<file path="src/rtl/tmm_pkg.sv">
package tmm_pkg;

    // Word offsets of the two registers; behaviour depends only on them being distinct.
    localparam int unsigned STATUS_OFS = 0;
    localparam int unsigned CLEAR_OFS  = 1;

    typedef enum logic {
        IRQ_QUIET  = 1'b0,
        IRQ_RAISED = 1'b1
    } irq_state_e;

endpackage

</file>
<file path="src/rtl/tmm_chan.sv">
module tmm_chan (
    input  logic clk,
    input  logic rst_n,
    input  logic trig,
    input  logic svc,
    input  logic null_hit,
    input  logic null_svc,
    input  logic clr,
    output logic pend_q,
    output logic miss_q
);

    logic real_trig;
    logic overrun;
    logic miss_set;

    always_comb begin
        real_trig = trig & ~null_hit;
        // A service in the same cycle consumes the earlier trigger, so no overrun.
        overrun   = trig & pend_q & ~svc;
        miss_set  = overrun | (trig & null_hit) | null_svc;
    end

    always_ff @(posedge clk) begin
        if (!rst_n) begin
            pend_q <= 1'b0;
            miss_q <= 1'b0;
        end else begin
            pend_q <= real_trig | (pend_q & ~svc);
            // Set has priority over a simultaneous clear.
            miss_q <= miss_set | (miss_q & ~clr);
        end
    end

endmodule

</file>
<file path="src/rtl/tmm_regif.sv">
module tmm_regif #(
    parameter int unsigned NUM_CH = 8,
    parameter int unsigned DATA_W = 32,
    parameter int unsigned ADDR_W = 4
) (
    input  logic              reg_wr,
    input  logic [ADDR_W-1:0] reg_addr,
    input  logic [DATA_W-1:0] reg_wdata,
    input  logic [NUM_CH-1:0] miss_vec,
    output logic [NUM_CH-1:0] clr_mask,
    output logic [DATA_W-1:0] reg_rdata
);
    import tmm_pkg::*;

    localparam logic [ADDR_W-1:0] A_STATUS = ADDR_W'(STATUS_OFS);
    localparam logic [ADDR_W-1:0] A_CLEAR  = ADDR_W'(CLEAR_OFS);

    logic unused_wdata_hi;
    assign unused_wdata_hi = ^reg_wdata[DATA_W-1:NUM_CH];

    always_comb begin
        clr_mask = '0;
        if (reg_wr && (reg_addr == A_CLEAR)) begin
            clr_mask = reg_wdata[NUM_CH-1:0];
        end
    end

    always_comb begin
        reg_rdata = '0;
        if (reg_addr == A_STATUS) begin
            reg_rdata[NUM_CH-1:0] = miss_vec;
        end
    end

endmodule

</file>
<file path="src/rtl/tmm_irq_fsm.sv">
module tmm_irq_fsm (
    input  logic clk,
    input  logic rst_n,
    input  logic any_err,
    output logic irq
);
    import tmm_pkg::*;

    irq_state_e state_q;
    irq_state_e state_d;

    always_comb begin
        state_d = state_q;
        unique case (state_q)
            IRQ_QUIET:  if (any_err)  state_d = IRQ_RAISED;  // FIRE
            IRQ_RAISED: if (!any_err) state_d = IRQ_QUIET;   // DRAIN
            default:    state_d = IRQ_QUIET;
        endcase
    end

    always_ff @(posedge clk) begin
        if (!rst_n) state_q <= IRQ_QUIET;
        else        state_q <= state_d;
    end

    always_comb begin
        irq = 1'b0;
        unique case (state_q)
            IRQ_QUIET:  irq = any_err;
            IRQ_RAISED: irq = 1'b0;
            default:    irq = 1'b0;
        endcase
    end

endmodule

</file>
<file path="src/rtl/trig_miss_monitor.sv">
module trig_miss_monitor #(
    parameter int unsigned NUM_CH = 8,
    parameter int unsigned DATA_W = 32,
    parameter int unsigned ADDR_W = 4
) (
    input  logic              clk,
    input  logic              rst_n,
    input  logic [NUM_CH-1:0] trig_i,
    input  logic [NUM_CH-1:0] svc_i,
    input  logic [NUM_CH-1:0] null_hit_i,
    input  logic [NUM_CH-1:0] null_svc_i,
    input  logic              reg_wr_i,
    input  logic [ADDR_W-1:0] reg_addr_i,
    input  logic [DATA_W-1:0] reg_wdata_i,
    output logic [DATA_W-1:0] reg_rdata_o,
    input  logic              other_err_i,
    output logic              err_irq_o
);

    logic [NUM_CH-1:0] pend_vec;
    logic [NUM_CH-1:0] miss_vec;
    logic [NUM_CH-1:0] clr_mask;
    logic              any_err;

    tmm_regif #(
        .NUM_CH (NUM_CH),
        .DATA_W (DATA_W),
        .ADDR_W (ADDR_W)
    ) u_regif (
        .reg_wr    (reg_wr_i),
        .reg_addr  (reg_addr_i),
        .reg_wdata (reg_wdata_i),
        .miss_vec  (miss_vec),
        .clr_mask  (clr_mask),
        .reg_rdata (reg_rdata_o)
    );

    for (genvar g = 0; g < NUM_CH; g++) begin : g_ch
        tmm_chan u_chan (
            .clk      (clk),
            .rst_n    (rst_n),
            .trig     (trig_i[g]),
            .svc      (svc_i[g]),
            .null_hit (null_hit_i[g]),
            .null_svc (null_svc_i[g]),
            .clr      (clr_mask[g]),
            .pend_q   (pend_vec[g]),
            .miss_q   (miss_vec[g])
        );
    end

    assign any_err = (|miss_vec) | other_err_i;

    tmm_irq_fsm u_irq (
        .clk     (clk),
        .rst_n   (rst_n),
        .any_err (any_err),
        .irq     (err_irq_o)
    );

endmodule

</file>
<file path="config.mk">
export PLATFORM = sky130hd
export DESIGN_NAME = trig_miss_monitor
export DESIGN_NICKNAME = d
export VERILOG_FILES = /design/src/rtl/tmm_pkg.sv /design/src/rtl/tmm_chan.sv /design/src/rtl/tmm_regif.sv /design/src/rtl/tmm_irq_fsm.sv /design/src/rtl/trig_miss_monitor.sv
export SDC_FILE = /design/constraint.sdc
export NUM_CORES = 1
export LEC_CHECK = 0
export CORE_ASPECT_RATIO = 0.75
export CORE_MARGIN = 10
export CORE_UTILIZATION = 27
export CTS_BUF_LIST = sky130_fd_sc_hd__clkbuf_4
export DETAILED_ROUTE_END_ITERATION = 7
export PLACE_DENSITY = 0.82
export SLEW_MARGIN = 20
export SYNTH_ARGS = -nofsm -noshare
export SYNTH_HDL_FRONTEND = slang
export SYNTH_SLANG_ARGS = --single-unit
</file>
<file path="constraint.sdc">
create_clock -name clk -period 0.83 [get_ports clk]
set_input_delay 0.166 -clock clk [delete_from_list [all_inputs] [get_ports clk]]
set_output_delay 0.166 -clock clk [all_outputs]
set_load 0.005 [all_outputs]
</file>
### After elaboration in Yosys (flattened, before gate mapping)

Index checks and enable logic that the tools add are counted.
W data, S select, Z words.

| storage, ports and cells | value |
|---|---|
| register bits | 17 |
| input bits | 72 |
| output and inout port bits | 33 |

| operators by class | value |
|---|---|
| eq/ne operators | 1 |
| muxes and demuxes | 4 |
| bitwise logic cells | 106 |
| reductions and logical operators | 3 |

Operators by type and width:

| kind | count |
|---|---|
| $and A1 B1 Y1 | 48 |
| $or A1 B1 Y1 | 33 |
| $not A1 Y1 | 25 |
| $mux W8 | 2 |
| $reduce_or A8 Y1 | 1 |
| $eq A4 B1 Y1 const B | 1 |
| $logic_not A4 Y1 | 1 |
| $pmux W1 S2 | 1 |
| $logic_and A1 B1 Y1 | 1 |
| $mux W1 | 1 |

### Depth between registers and ports, before layout

Gate-level depths: netlist of the first run.

| logic depth | value |
|---|---|
| depth after elaboration | 6 |
| mapped depth | 4 |
| depth with buffers taken out | 3 |

### Modules after synthesis

From an unflattened synthesis of the first run, not the netlist that was laid out.

| unflattened totals | value |
|---|---|
| cells, all modules | 134 |
| area, all modules | 1228.7 sq um |

Modules (own cells, without submodules):

| module | times used | cells an instance | area each (sq um) |
|---|---|---|---|
| tmm_chan | 8 | 9 | 96.3 |
| tmm_regif | 1 | 55 | 397.9 |
| tmm_irq_fsm | 1 | 3 | 40.0 |
| trig_miss_monitor | 1 | 4 | 20.0 |

### Worst setup path before layout of the first run

No wires, ideal clock.

| timing | value |
|---|---|
| path type | reg2out |
| from | register g_ch[3].u_chan.miss_q |
| to | output port err_irq_o |
| data arrival time | 0.762 ns |
| required time | 0.664 ns |
| path slack | -0.098 ns |
| stages on the path, launching flop included | 3 |
| buffers on the path | 0 |
| path through | dfxtp_1 nor4_1 a31oi_1 |

| on the way | value |
|---|---|
| cells in the longest elaborated chain, start to end | 3 |

Ends and longest elaborated chain:

| item | line | text |
|---|---|---|
| from (decl) | tmm_chan.sv:10 | `output logic miss_q` |
| from (signal assigned) | tmm_chan.sv:31 | `miss_q <= miss_set \| (miss_q & ~clr);` |
| $reduce_or A8 Y1 | trig_miss_monitor.sv:52 | `assign any_err = (\|miss_vec) \| other_err_i;` |
| $or A1 B1 Y1 | trig_miss_monitor.sv:52 |  |
| $pmux W1 S2 | tmm_irq_fsm.sv:28 | `unique case (state_q)` |
| to (decl) | trig_miss_monitor.sv:17 | `output logic err_irq_o` |

No other way between the ends.

### Final worst setup path of the first run

| timing | value |
|---|---|
| from | register g_ch[4].u_chan.miss_q |
| to | output port err_irq_o |

| on the way | value |
|---|---|
| cells in the longest elaborated chain, start to end | 3 |

Ends and longest elaborated chain:

| item | line |
|---|---|
| from (decl) | tmm_chan.sv:10 |
| from (signal assigned) | tmm_chan.sv:31 |
| $reduce_or A8 Y1 | trig_miss_monitor.sv:52 |
| $or A1 B1 Y1 | trig_miss_monitor.sv:52 |
| $pmux W1 S2 | tmm_irq_fsm.sv:28 |

No other way between the ends.

==> results.sh, run 1 <==
export IMPL_ant_nets=0
export IMPL_netSwitchingPower_uw=505
export IMPL_routed_via_density=3.99
export IMPL_yosysSeqAreaShare=0.334
export IMPL_cts_tree="yes"
export IMPL_yosys_warnings=0
export IMPL_dr_pass1_iters=4
export IMPL_gr_total_overflow=0
export IMPL_grt_pass1_wl_um=5390
export IMPL_p_comb_frac=0.308
export IMPL_powerDensity_nw_per_um2=1060
export IMPL_finalMaxSlewViolations=0
export IMPL_dp_hpwl_um=2930
export IMPL_min_delay_path_class="primary input to flip-flop"
export IMPL_synth_top_area_frac=0.334
export IMPL_min_period_over_period=1.59
export IMPL_clock_sinks=17
export IMPL_switching_share=0.253
export IMPL_drc=0
export IMPL_worst_setup_path_end_kind="primary output"
export IMPL_antenna_found_initial=0
export IMPL_die_h_um=73.2
export IMPL_drv_cap=0
export IMPL_fmax_mhz=756
export IMPL_fin_ws_ns=-0.493
export IMPL_sequentialPowerShare=0.455
export IMPL_drt_total_wl_um=3470
export IMPL_whs_ns=0.479
export IMPL_rsz0062_at_grt="true"
export IMPL_netlist_area_um2=1020
export IMPL_clock_latency_ns=0.28
export IMPL_gr_usage_all_layers=0.0994
export IMPL_diodes=0
export IMPL_setup_violations=18
export IMPL_tns_ns=-4.49
export IMPL_synthCells=125
export IMPL_initial_core_util=0.279
export IMPL_fin_crit_ns=1.32
export IMPL_final_util=0.516
export IMPL_layout_commonest_cell="clkdlybuf4s50_1"
export IMPL_die_w_um=91.0
export IMPL_portBuffers=56
export IMPL_nNetsFinal=280
export IMPL_crit_arrival_ns=1.16
export IMPL_skew_ns=0.000587
export IMPL_root_buffer="clkbuf_4"
export IMPL_power_mw=2.00
export IMPL_critPathKind="flip-flop to primary output"
export IMPL_clkTransAtPathRegs_ns=0.10
export IMPL_drive_above_1_share=0.338
export IMPL_required_ns=0.66
export IMPL_dieArea_um2=6660
export IMPL_ctsLongestPathBuffers=2
export IMPL_initialDrtViolationCount=13
export IMPL_ys_ff_latch=17
export IMPL_violations="setup timing"
export IMPL_std_cell_rows=19
export IMPL_cts_htree_levels=1
export IMPL_yosys_top_cells_area="dfxtp_1 (33%), buf_4 (18%), o31a_1 (6.9%)"
export IMPL_routedWlPerCell_um=13.4
export IMPL_grt_pass1_vias=1130
export IMPL_synth_top_cell_by_area="dfxtp_1"
export IMPL_design_area_um2=1890
export IMPL_cts_buffers=3
export IMPL_cp_start_kind="flip-flop"
export IMPL_io_pins=105
export IMPL_core_area_um2=3660
export IMPL_routed_via_count=1034
export IMPL_clkPwrFrac=0.237
export IMPL_outcome="finished with violations"
export IMPL_final_cell_mix="clkdlybuf4s50_1 (42), conb_1 (24), buf_6 (18)"
export IMPL_irDropWorstVdd_mv=0.842
export IMPL_finalHoldViolCount=0
export IMPL_ys_types=17
export IMPL_postSynthAreaPerCell_um2=8.16
export IMPL_timing_critical_path_fanout_max=2
export IMPL_placed_cell_area_um2=1710
export IMPL_grt_max_degree=10
export IMPL_syn_to_final_growth_pct=85.4
export IMPL_p_leak_nw=0.856
export IMPL_gp_congestion=0.711
export IMPL_p_int_mw=1.49
export IMPL_fillers=371
[cell usage after synthesis]
| cell | count |
|---|---|
| inv_1 | 16 |
| buf_2 | 2 |
| nor3_1 | 1 |
| buf_4 | 24 |
| nor2_1 | 9 |
| and2_1 | 9 |
| o21a_1 | 8 |
| conb_1 | 1 |
| nor3_4 | 1 |
| o31a_1 | 8 |
| nor4_4 | 1 |
| nor2b_1 | 8 |
| a31oi_1 | 10 |
| nor4_1 | 1 |
| clkinv_1 | 1 |
| a21oi_1 | 8 |
| dfxtp_1 | 17 |
[final timing paths]
check / startpoint / end / slack [ns] / cells after the start
worst min register to register: g_ch[2].u_chan.miss_q / u_irq.state_q / 0.58 / 2
worst min-delay path: null_svc_i[3] / g_ch[3].u_chan.miss_q / 0.48 / 2
worst max register to register: g_ch[3].u_chan.pend_q / g_ch[3].u_chan.miss_q / -0.16 / 3
worst max-delay path: g_ch[4].u_chan.miss_q / err_irq_o / -0.49 / 3
[metrics by stage]
stage,instances,setup slack (ns)
4_1_cts,259,-0.504
6_report,259,-0.493
2_1_floorplan,148,-0.0917
3_5_place_dp,251,-1.10
5_1_grt,259,-0.583
3_3_place_gp,251,-1.03
[power groups by stage]
stage | Combinational, mW | Clock [mW] | Sequential, mW
3_3_place_gp | 0.542 | 0 | 0.913
5_1_grt | 0.675 | 0.538 | 0.915
3_5_place_dp | 0.551 | 0 | 0.913
6_report | 0.616 | 0.474 | 0.908
4_1_cts | 0.581 | 0.499 | 0.906
2_1_floorplan | 0.262 | 0 | 0.908
[registers in the layout (all words and copies together), names as in the netlist]
name and flops:
g_ch.u_chan.miss_q 8, u_irq.state_q 1, g_ch.u_chan.pend_q 8
[per-layer routing]
layer  vias to the layer above  routed length (um)  GRT usage
li1                        530                   -          -
met1                       463                1280     0.0987
met2                        39                1880      0.189
met3                         2                 293     0.0514
met4                         0                  11     0.0104
met5                         -                   0          0
[cell families after synthesis]
group,synth area share
and+or+nand+nor,0.185
DFF,0.334
other,0.00368
AOI/OAI and AO/OA,0.228
buffers and inverters,0.249
[worst max-delay path: stages, from the launching register on]
cell	delay, ns
dfxtp_2	0.34
nor4_4	0.28
a31oi_1	0.10
buf_2	0.14
[layout make-up]
class | count | area, um^2 | share of cell area
repair buffers | 81 | 779 | 0.412
multi-input cells | 88 | 603 | 0.319
flip-flops and latches | 17 | 349 | 0.185
well taps | 52 | 65.1 | 0.0344
inverters | 17 | 63.8 | 0.0338
clock buffers | 4 | 30.0 | 0.0159
[what timing repair did]
item,CTS,global route
hold buffers,0,0
buffers inserted,11,0
pin swaps,14,9
resized for setup,82,23
endpoints found under the hold margin,0,0
setup endpoints to repair,19,24
Note: power is estimated with default switching activity, not from simulation.
==> inputs of run 2 (changes only) <==
--- a/config.mk
+++ b/config.mk
@@ -11,6 +11,7 @@
 export CTS_BUF_LIST = sky130_fd_sc_hd__clkbuf_4
 export DETAILED_ROUTE_END_ITERATION = 7
 export PLACE_DENSITY = 0.82
+export SETUP_SLACK_MARGIN = 0.05
 export SLEW_MARGIN = 20
 export SYNTH_ARGS = -nofsm -noshare
 export SYNTH_HDL_FRONTEND = slang
==> results.sh, run 2 (synthesized netlist as in run 1, its figures left out) <==
export IMPL_slowest_delay_ns=0.35
export IMPL_top_layer="met4"
export IMPL_path_buf_inv=1
export IMPL_p_leak_nw=0.897
export IMPL_place_inst=253
export IMPL_antenna_found_initial=0
export IMPL_clkPwrFrac=0.234
export IMPL_gr_usage_all_layers=0.109
export IMPL_p_comb_frac=0.320
export IMPL_gp_congestion=0.670
export IMPL_power_mw=2.04
export IMPL_timing_critical_path_fanout_max=2
export IMPL_final_util=0.543
export IMPL_wl_met3_um=259
export IMPL_dp_hpwl_um=2910
export IMPL_fin_crit_ns=1.37
export IMPL_p_int_mw=1.52
export IMPL_grt_pass1_vias=1215
export IMPL_outcome="finished with violations"
export IMPL_io_pins=105
export IMPL_fmax_mhz=732
export IMPL_violations="setup timing"
export IMPL_cts_hold_buf=0
export IMPL_routed_via_density=4.05
export IMPL_clkTransAtPathRegs_ns=0.10
export IMPL_dr_wl_met2_um=1960
export IMPL_crit_family="flip-flops"
export IMPL_powerDensity_nw_per_um2=1030
export IMPL_fin_ws_ns=-0.536
export IMPL_cp_start_kind="flip-flop"
export IMPL_stdcell_count=262
export IMPL_finalHoldViolCount=0
export IMPL_core_area_um2=3660
export IMPL_rsz0062_at_grt="true"
export IMPL_irDropWorstVdd_mv=0.823
export IMPL_clock_latency_ns=0.29
export IMPL_drc=0
export IMPL_nNetsFinal=283
export IMPL_initialDrtViolationCount=27
export IMPL_routedWlPerCell_um=14.1
export IMPL_drive_above_1_share=0.386
export IMPL_std_cell_rows=19
export IMPL_sequentialPowerShare=0.446
export IMPL_die_w_um=91.0
export IMPL_dr_pass1_iters=4
export IMPL_syn_to_final_growth_pct=95.0
export IMPL_dieArea_um2=6660
export IMPL_netSwitchingPower_uw=526
export IMPL_met1_length_um=1460
export IMPL_slowest_stage="dfxtp_2"
export IMPL_min_period_over_period=1.65
export IMPL_fillers=363
export IMPL_required_ns=0.66
export IMPL_ant_nets=0
export IMPL_routed_via_count=1062
export IMPL_finalMaxSlewViolations=0
export IMPL_min_path_cells=3
export IMPL_portBuffers=56
export IMPL_root_buffer="clkbuf_4"
export IMPL_cts_htree_levels=1
export IMPL_clock_sinks=17
export IMPL_initial_core_util=0.279
export IMPL_grt_pass1_wl_um=5920
export IMPL_min_delay_path_class="primary input to flip-flop"
export IMPL_reg_top3="g_ch.u_chan.miss_q x8, g_ch.u_chan.pend_q x8, u_irq.state_q x1"
export IMPL_drt_total_wl_um=3700
export IMPL_setup_violations=18
export IMPL_gr_total_overflow=0
export IMPL_crit_arrival_ns=1.20
export IMPL_multiInputGateArea_um2=621
export IMPL_ctsLongestPathBuffers=2
export IMPL_skew_ns=0.00269
export IMPL_worst_setup_path_end_kind="primary output"
export IMPL_switching_share=0.257
export IMPL_critPathKind="flip-flop to primary output"
export IMPL_diodes=0
export IMPL_cts_buffers=3
export IMPL_whs_ns=0.182
export IMPL_reg2reg_depth=3
export IMPL_cts_tree="yes"
export IMPL_layout_commonest_cell="clkdlybuf4s50_1"
export IMPL_path_cells="nor4_4 > a31oi_1 > buf_2"
export IMPL_grt_max_degree=10
export IMPL_crit_cells=3
export IMPL_drv_cap=0
export IMPL_die_h_um=73.2
export IMPL_seq_area_um2=358
export IMPL_final_cell_mix="clkdlybuf4s50_1 (41), conb_1 (24), buf_6 (24)"
## run 2: cell count changes in the layout (fill, tap and decap cells not counted), moves of 2 or more
| cell | change |
|---|---|
| buf_2 | -2 |
| and2_1 | -2 |
| buf_12 | +2 |
| dfxtp_4 | +2 |
| buf_4 | -2 |
| dfxtp_1 | -3 |
| buf_6 | +6 |
| and2_4 | +2 |
## run 2: layout make-up
cell class	instances	share of cell area
Clock buffer	4	0.0151
Inverter	17	0.0327
Multi-Input combinational cell	88	0.312
Sequential cell	17	0.180
Tap cell	52	0.0327
Timing Repair Buffer	84	0.427
## run 2: worst min-delay path, delay by kind of cell
family / cells / cell delay, ns
buffers and inverters: 2 / 0.22
AO/OA/AOI/OAI: 1 / 0.04
## run 2: metal layers
layer  GRT usage  vias up
li1            -      540
met1       0.112      477
met2       0.205       41
met3      0.0493        4
met4      0.0139        0
met5           0        -
## run 2: final timing paths
| kind | start | endpoint | slack (ns) |
|---|---|---|---|
| worst max-delay path | g_ch[6].u_chan.miss_q | err_irq_o | -0.54 |
| worst min-delay path | rst_n | u_irq.state_q | 0.18 |
| worst max register to register | g_ch[0].u_chan.pend_q | g_ch[0].u_chan.miss_q | -0.17 |
| worst min register to register | g_ch[0].u_chan.miss_q | u_irq.state_q | 0.58 |
## run 2: power by group through the flow
| stage | Sequential (mW) | Combinational (mW) | Clock, mW |
|---|---|---|---|
| CTS | 0.911 | 0.640 | 0.498 |
| detailed placement | 0.915 | 0.572 | 0 |
| global route | 0.919 | 0.714 | 0.545 |
| global placement | 0.915 | 0.565 | 0 |
| floorplan | 0.908 | 0.262 | 0 |
| finish | 0.912 | 0.653 | 0.479 |
## run 2: per-stage QoR
step / area, um^2 / worst slack, ns / TNS (ns)
after detailed placement: 1750 / -1.09 / -17.97
after CTS: 1950 / -0.543 / -4.67
after global routing: 1990 / -0.614 / -5.57
after global placement: 1750 / -1.03 / -17.47
final: 1990 / -0.536 / -4.82
after floorplan: 1120 / -0.0917 / -0.856
## run 2: what timing repair did
item / CTS / global route
setup buffers: 6 / 1
endpoints found under the hold margin: 0 / 0
pin swaps: 14 / 11
resized for setup: 106 / 14
endpoints found under the setup margin: 26 / 25
